## src/rtl/fpn_pkg.sv

```systemverilog
// Package fpn_pkg
// Shared opcode and policy encodings and the per-operand class record used
// by the special-operand resolver. Assumes binary64-style layout in users.
package fpn_pkg;

    typedef enum logic [2:0] {
        OP_ADD  = 3'd0,
        OP_SUB  = 3'd1,
        OP_MUL  = 3'd2,
        OP_DIV  = 3'd3,
        OP_SQRT = 3'd4
    } fpn_op_e;

    typedef enum logic {
        POL_DEST = 1'b0,
        POL_MAG  = 1'b1
    } fpn_pol_e;

    typedef struct packed {
        logic sign;
        logic is_nan;
        logic is_snan;
        logic is_inf;
        logic is_zero;
    } fpn_cls_t;

endpackage

```

## src/rtl/fpn_classify.sv

```systemverilog
// Module fpn_classify
// Decodes one IEEE-style operand into sign / NaN / signalling NaN /
// infinity / zero flags. Purely combinational.
// Assumes the quiet bit is the most significant significand bit.
module fpn_classify
    import fpn_pkg::*;
#(
    parameter int EXP_W  = 11,
    parameter int FRAC_W = 52
) (
    input  logic [EXP_W+FRAC_W:0] i_val,
    output fpn_cls_t              o_cls
);
    localparam int MSB = EXP_W + FRAC_W;

    logic [EXP_W-1:0]  exp_f;
    logic [FRAC_W-1:0] frac_f;
    logic              exp_max;
    logic              exp_min;
    logic              frac_nz;

    // Split fields and derive class flags.
    always_comb begin
        exp_f   = i_val[MSB-1:FRAC_W];
        frac_f  = i_val[FRAC_W-1:0];
        exp_max = &exp_f;
        exp_min = ~|exp_f;
        frac_nz = |frac_f;
        o_cls.sign    = i_val[MSB];
        o_cls.is_nan  = exp_max && frac_nz;
        o_cls.is_snan = exp_max && frac_nz && !frac_f[FRAC_W-1];
        o_cls.is_inf  = exp_max && !frac_nz;
        o_cls.is_zero = exp_min && !frac_nz;
    end
endmodule

```

## src/rtl/fpn_nan_pick.sv

```systemverilog
// Module fpn_nan_pick
// Chooses which NaN operand is propagated and builds the quieted NaN.
// Unary operations look only at operand B. With two NaNs, policy
// destination-priority takes A; magnitude-priority takes the larger
// payload (quiet bit excluded) with ties to A.
module fpn_nan_pick
    import fpn_pkg::*;
#(
    parameter int EXP_W  = 11,
    parameter int FRAC_W = 52
) (
    input  logic [EXP_W+FRAC_W:0] i_a,
    input  logic [EXP_W+FRAC_W:0] i_b,
    input  fpn_cls_t              i_cls_a,
    input  fpn_cls_t              i_cls_b,
    input  logic                  i_unary,
    input  fpn_pol_e              i_policy,
    output logic                  o_hit,
    output logic [EXP_W+FRAC_W:0] o_result
);
    localparam int MSB   = EXP_W + FRAC_W;
    localparam int PAY_W = FRAC_W - 1;

    logic [PAY_W-1:0] pay_a;
    logic [PAY_W-1:0] pay_b;
    logic             a_wins_mag;
    logic             take_a;

    // Payload comparison for magnitude priority.
    always_comb begin
        pay_a      = i_a[PAY_W-1:0];
        pay_b      = i_b[PAY_W-1:0];
        a_wins_mag = (pay_a >= pay_b);
    end

    // Winner selection and quieted result assembly.
    always_comb begin
        if (i_unary) begin
            o_hit  = i_cls_b.is_nan;
            take_a = 1'b0;
        end else begin
            o_hit = i_cls_a.is_nan || i_cls_b.is_nan;
            if (i_cls_a.is_nan && i_cls_b.is_nan)
                take_a = (i_policy == POL_DEST) ? 1'b1 : a_wins_mag;
            else
                take_a = i_cls_a.is_nan;
        end
        o_result = take_a ? {i_a[MSB], {EXP_W{1'b1}}, 1'b1, pay_a}
                          : {i_b[MSB], {EXP_W{1'b1}}, 1'b1, pay_b};
    end
endmodule

```

## src/rtl/fpn_invalid_detect.sv

```systemverilog
// Module fpn_invalid_detect
// Flags invalid operand combinations for non-NaN inputs, the negative
// zero root case, and signalling NaN inputs. Assumes the caller gives
// NaN propagation priority over these flags.
module fpn_invalid_detect
    import fpn_pkg::*;
(
    input  fpn_op_e  i_op,
    input  fpn_cls_t i_cls_a,
    input  fpn_cls_t i_cls_b,
    output logic     o_bad_op,
    output logic     o_neg_zero_root,
    output logic     o_snan
);
    logic eff_sub;

    // Classify the operand combination per opcode.
    always_comb begin
        eff_sub         = (i_op == OP_SUB) ^ (i_cls_a.sign ^ i_cls_b.sign);
        o_bad_op        = 1'b0;
        o_neg_zero_root = 1'b0;
        o_snan          = i_cls_a.is_snan || i_cls_b.is_snan;
        case (i_op)
            OP_ADD, OP_SUB:
                o_bad_op = i_cls_a.is_inf && i_cls_b.is_inf && eff_sub;
            OP_MUL:
                o_bad_op = (i_cls_a.is_inf && i_cls_b.is_zero) ||
                           (i_cls_a.is_zero && i_cls_b.is_inf);
            OP_DIV:
                o_bad_op = (i_cls_a.is_zero && i_cls_b.is_zero) ||
                           (i_cls_a.is_inf && i_cls_b.is_inf);
            OP_SQRT: begin
                o_bad_op        = i_cls_b.sign && !i_cls_b.is_zero && !i_cls_b.is_nan;
                o_neg_zero_root = i_cls_b.sign && i_cls_b.is_zero;
                o_snan          = i_cls_b.is_snan;
            end
            default: o_snan = 1'b0;
        endcase
    end
endmodule

```

## src/rtl/fpn_special_resolver.sv

```systemverilog
// Module fpn_special_resolver
// Top of the special-operand resolver. Classifies both operands, picks a
// propagated NaN or a default result, and registers result, special and
// invalid flags one clock after the input valid. Assumes opcodes 5..7 are
// unused and produce no special result. Synchronous active-low reset.
module fpn_special_resolver
    import fpn_pkg::*;
#(
    parameter int EXP_W  = 11,
    parameter int FRAC_W = 52
) (
    input  logic                  clk,
    input  logic                  rst_n,
    input  logic                  i_valid,
    input  logic [2:0]            i_op,
    input  logic                  i_policy,
    input  logic [EXP_W+FRAC_W:0] i_a,
    input  logic [EXP_W+FRAC_W:0] i_b,
    output logic                  o_valid,
    output logic                  o_special,
    output logic                  o_invalid,
    output logic [EXP_W+FRAC_W:0] o_result
);
    localparam int W   = EXP_W + FRAC_W + 1;
    localparam int MSB = W - 1;
    localparam logic [W-1:0] DEF_NAN  = {1'b1, {EXP_W{1'b1}}, 1'b1, {(FRAC_W-1){1'b0}}};
    localparam logic [W-1:0] NEG_ZERO = {1'b1, {(W-1){1'b0}}};

    fpn_cls_t    cls_ops [2];
    fpn_op_e     op_e;
    fpn_pol_e    pol_e;
    logic        op_known;
    logic        unary;
    logic        nan_hit;
    logic [W-1:0] nan_res;
    logic        bad_op;
    logic        neg_zero_root;
    logic        snan_in;
    logic        nx_special;
    logic        nx_invalid;
    logic [W-1:0] nx_result;

    // Decode opcode and policy into typed values.
    always_comb begin
        op_e     = fpn_op_e'(i_op);
        pol_e    = fpn_pol_e'(i_policy);
        op_known = (i_op <= 3'd4);
        unary    = (i_op == 3'd4);
    end

    // One classifier per operand.
    for (genvar g = 0; g < 2; g++) begin : g_cls
        fpn_classify #(.EXP_W(EXP_W), .FRAC_W(FRAC_W)) u_cls (
            .i_val (g == 0 ? i_a : i_b),
            .o_cls (cls_ops[g])
        );
    end

    fpn_nan_pick #(.EXP_W(EXP_W), .FRAC_W(FRAC_W)) u_pick (
        .i_a      (i_a),
        .i_b      (i_b),
        .i_cls_a  (cls_ops[0]),
        .i_cls_b  (cls_ops[1]),
        .i_unary  (unary),
        .i_policy (pol_e),
        .o_hit    (nan_hit),
        .o_result (nan_res)
    );

    fpn_invalid_detect u_inv (
        .i_op            (op_e),
        .i_cls_a         (cls_ops[0]),
        .i_cls_b         (cls_ops[1]),
        .o_bad_op        (bad_op),
        .o_neg_zero_root (neg_zero_root),
        .o_snan          (snan_in)
    );

    // Priority: NaN propagation, then invalid default, then -0 root.
    always_comb begin
        nx_special = 1'b0;
        nx_invalid = 1'b0;
        nx_result  = '0;
        if (op_known) begin
            if (nan_hit) begin
                nx_special = 1'b1;
                nx_invalid = snan_in;
                nx_result  = nan_res;
            end else if (bad_op) begin
                nx_special = 1'b1;
                nx_invalid = 1'b1;
                nx_result  = DEF_NAN;
            end else if (neg_zero_root) begin
                nx_special = 1'b1;
                nx_result  = NEG_ZERO;
            end
        end
    end

    // Output register stage with synchronous active-low reset.
    always_ff @(posedge clk) begin
        if (!rst_n) begin
            o_valid   <= 1'b0;
            o_special <= 1'b0;
            o_invalid <= 1'b0;
            o_result  <= '0;
        end else begin
            o_valid   <= i_valid;
            o_special <= i_valid && nx_special;
            o_invalid <= i_valid && nx_invalid;
            o_result  <= i_valid ? nx_result : '0;
        end
    end

    // Output valid follows input valid by one cycle.
    assert_valid_follow_R11: assert property (@(posedge clk) disable iff (!rst_n)
        i_valid |=> o_valid);

    // Idle cycle leaves every output cleared.
    assert_idle_clear_R11: assert property (@(posedge clk) disable iff (!rst_n)
        !i_valid |=> (!o_valid && !o_special && !o_invalid && o_result == '0));

    // Invalid is only reported alongside a special result.
    assert_invalid_special_R9: assert property (@(posedge clk) disable iff (!rst_n)
        o_invalid |-> o_special);

    // Any special result other than -0 is a quiet NaN.
    assert_quiet_result_R1: assert property (@(posedge clk) disable iff (!rst_n)
        (o_special && o_result != NEG_ZERO) |->
            (&o_result[MSB-1:FRAC_W] && o_result[FRAC_W-1]));

    // Non-special outputs carry a zero result.
    assert_plain_zero_R10: assert property (@(posedge clk) disable iff (!rst_n)
        !o_special |-> (o_result == '0 && !o_invalid));

    // Special outputs only appear with a valid result.
    assert_special_valid_R11: assert property (@(posedge clk) disable iff (!rst_n)
        o_special |-> o_valid);
endmodule

```

## config.mk

```make
export PLATFORM = sky130hd
export DESIGN_NAME = fpn_special_resolver
export DESIGN_NICKNAME = d
export VERILOG_FILES = /design/src/rtl/fpn_pkg.sv /design/src/rtl/fpn_classify.sv /design/src/rtl/fpn_nan_pick.sv /design/src/rtl/fpn_invalid_detect.sv /design/src/rtl/fpn_special_resolver.sv
export SDC_FILE = /design/constraint.sdc
export NUM_CORES = 1
export LEC_CHECK = 0
export BUFFER_PORTS_ARGS = -buffer_cell sky130_fd_sc_hd__buf_2
export CAP_MARGIN = 20
export CORE_UTILIZATION = 46
export DETAILED_ROUTE_END_ITERATION = 8
export GPL_TIMING_DRIVEN = 1
export HOLD_SLACK_MARGIN = 0.08
export PLACE_DENSITY = 0.86
export SYNTH_ARGS = -nofsm -noshare
export SYNTH_HDL_FRONTEND = slang
export SYNTH_SLANG_ARGS = --single-unit
```

## constraint.sdc

```tcl
create_clock -name clk -period 3 [get_ports clk]
set_clock_uncertainty 0.15 [all_clocks]
set_input_delay 0.3 -clock clk [delete_from_list [all_inputs] [get_ports clk]]
set_output_delay 0.3 -clock clk [all_outputs]
set_load 0.01 [all_outputs]
```

==> impl_results.md <==
* Wire length per cell at 15.6 um
* Vias at 4104
* Slowest cell on the critical path: o31ai_1
* Syn. warnings at 0
* Diodes inserted at 0
* Vias in the first global route at 4051
* Initial antenna violation count at 0
* Die height at 93.9 um
* Ys async rst share at 0
* Root buf cell: clkbuf_8
* Nets at 829
* Peak supply drop at 0.000219 V
* Net Sw Frac at 0.277
* Final setup fails at 0
* Detailed-placement wirelength estimate at 9740 um
* FP Rows at 33
* Sequential share of power at 0.467
* CP required at 3.05 ns
* CTS resizes at 0
* Maximum clock frequency at 374 MHz
* P&R area growth vs syn at 30.2%
* Final Util at 0.618
* HP Class: primary input to flip-flop
* Clock share of power at 0.313
* Combinational share of power at 0.220
* Commonest cells after routing, fill and taps aside: buf_2, nor2_1, inv_1
* Final period utilization at 0.891
* Crit Path Max Fanout at 24
* Slew HR at 0.540
* Least-Margin Pin Slew at 0.688 ns
* Initial Util at 0.475
* Outcome: complete, no violations
* Psw at 0.442 mW
* Worst Path Arrival at 2.72 ns
* Post-layout minimum cycle time at 2.67 ns
* EDFF count, synth at 0
* Pin count of the biggest net entering global routing at 29
* Drt via density at 5.48
* Top-area cell type share of the netlist area at 0.289
* IO Port Bufs at 201
* Die Wd at 93.9 um
* Fin. max-slew vios at 0
* Placed instance count at 741
* Core area at 8180 um^2
* Setup TNS at 0 ns
* Pre-antenna DRT Iters at 4
* Crit start category: primary input
* Mapped cell area at 3880 um^2
* Hold Violations, Final at 0
* Ys flop type: dfxtp_1
* H-tree Lvls at 2
* Most common cell after layout, fill and taps aside: buf_2
* Hold buffers post-CTS at 0
* Largest area contributor in the netlist: dfxtp_1
* Detail Route Antenna Nets at 0
* Non-filler cells, final at 749
* Total CTS buffers at 5
* Initial DRC Count at 147
* Maxcap violations at 0
* Top cells by area, synth: dfxtp_1, ha_1, mux2i_1
* Synth Register Bits at 56
* Critical path type: primary input to flip-flop
* Placer Congestion at 0.938
* Pwr dens at 315 nW/um^2
* DRC violations left at 0
* Leakage power at 2.59 nW
* Ports at 202
* Pint at 1.15 mW
* CP Capture Type: flip-flop
* Share of post-route cells with drive strength above 1 at 0.357
* Worst hold slack at 0.109 ns
* RSZ-0062 raised after global routing: false
* Worst path max stage delay at 0.48 ns
* Post-synth net total at 635
* Cell count after synthesis at 449
* CTS Sinks at 56
* Worst path cell trace: buf_2 > inv_1 > ha_1 > a21o_1 > nand3_1 > a21oi_1 > o311a_1 > o31ai_1 > a41oi_4 > buf_12 > mux2i_1 > nor2_1
* Die Area at 8810 um^2
* Clock Path Buffers at 2
* First-pass GRT wire length at 18900 um
* Clock-pin slew on the worst setup and hold paths at 0.10 ns
* Post-CTS repair timing setup buffer count at 0
* Netlist cell types at 49
* Routed wire length at 11700 um
* Register area share after synthesis at 0.289
* TritonCTS clock tree: done
* Global Route Usage Sum at 0.268
* Grt ovf at 0
* Power consumption at 1.59 mW
* Mean post-synth cell area at 8.65 um^2
flip-flops by register name, indices dropped and copies added (netlist names):
signal / cells
o_invalid: 1
o_result: 53
o_special: 1
o_valid: 1
power by group through the flow:
stage               combinational [mW]  sequential, mW  clock (mW)
global placement                 0.329           0.762           0
detailed placement               0.344           0.762           0
finish                           0.351           0.744       0.500
floorplan                        0.158           0.762           0
global route                     0.396           0.745       0.540
CTS                              0.348           0.745       0.511
cells by family after synthesis:
group	after synthesis	share of synthesized area
xor+xnor	2	0.00451
mux	52	0.134
compound gates	51	0.0909
fa+ha+maj	51	0.164
flops	56	0.289
buf+inv	81	0.104
simple gates	156	0.213
metal layers:
metal / wire length (um) / track usage
met1: 4760 / 0.322
met2: 5610 / 0.459
met3: 878 / 0.0502
met4: 421 / 0.126
met5: 0 / 0
cells in the mapped netlist (2+ instances only):
master    count
clkbuf_1      5
nor4_1       32
buf_8         5
and3_1        2
nand2_1      11
inv_1        59
a21o_1        4
a21oi_1      16
o221ai_1      3
mux2i_1      51
dfxtp_1      56
o21ai_0       7
nand3_1       8
ha_1         51
nor2_1       60
nand4_1      20
o21bai_1      2
nor3_1        7
o31ai_1       2
a211oi_1      2
and2_2        2
a311oi_1      2
nor4_2        2
buf_4        12
o21ai_1       2
xnor2_1       2
o21a_1        2
worst paths after layout:
kind / from / endpoint / slack [ns] / cells past startpoint
min: i_b[21] / o_result[21] / 0.11 / 3
max: i_b[4] / o_result[11] / 0.33 / 12
through the flow:
step / setup WS, ns / area, um^2
CTS: 0.327 / 5060
detailed placement: 0.0284 / 4950
floorplan: 0.532 / 3880
global route: 0.104 / 5060
global placement: 0.173 / 4950
finish: 0.328 / 5060
critical path: cells and delay by family:
family,cells,cell delay [ns]
AOI/OAI and AO/OA,5,1.36
buffers and inverters,3,0.39
adders and majority gates,1,0.28
muxes,1,0.23
and+or+nand+nor,2,0.16
cell type report:
| cell class | instances | area (um^2) |
|---|---|---|
| Multi-Input combinational cell | 312 | 2370 |
| Fill cell | 733 | 3120 |
| Inverter | 59 | 221 |
| Timing Repair Buffer | 209 | 1100 |
| Tap cell | 105 | 131 |
| Clock inverter | 2 | 35.0 |
| Clock buffer | 6 | 72.6 |
| Sequential cell | 56 | 1120 |
No activity file was read; power rests on OpenSTA's default activity.
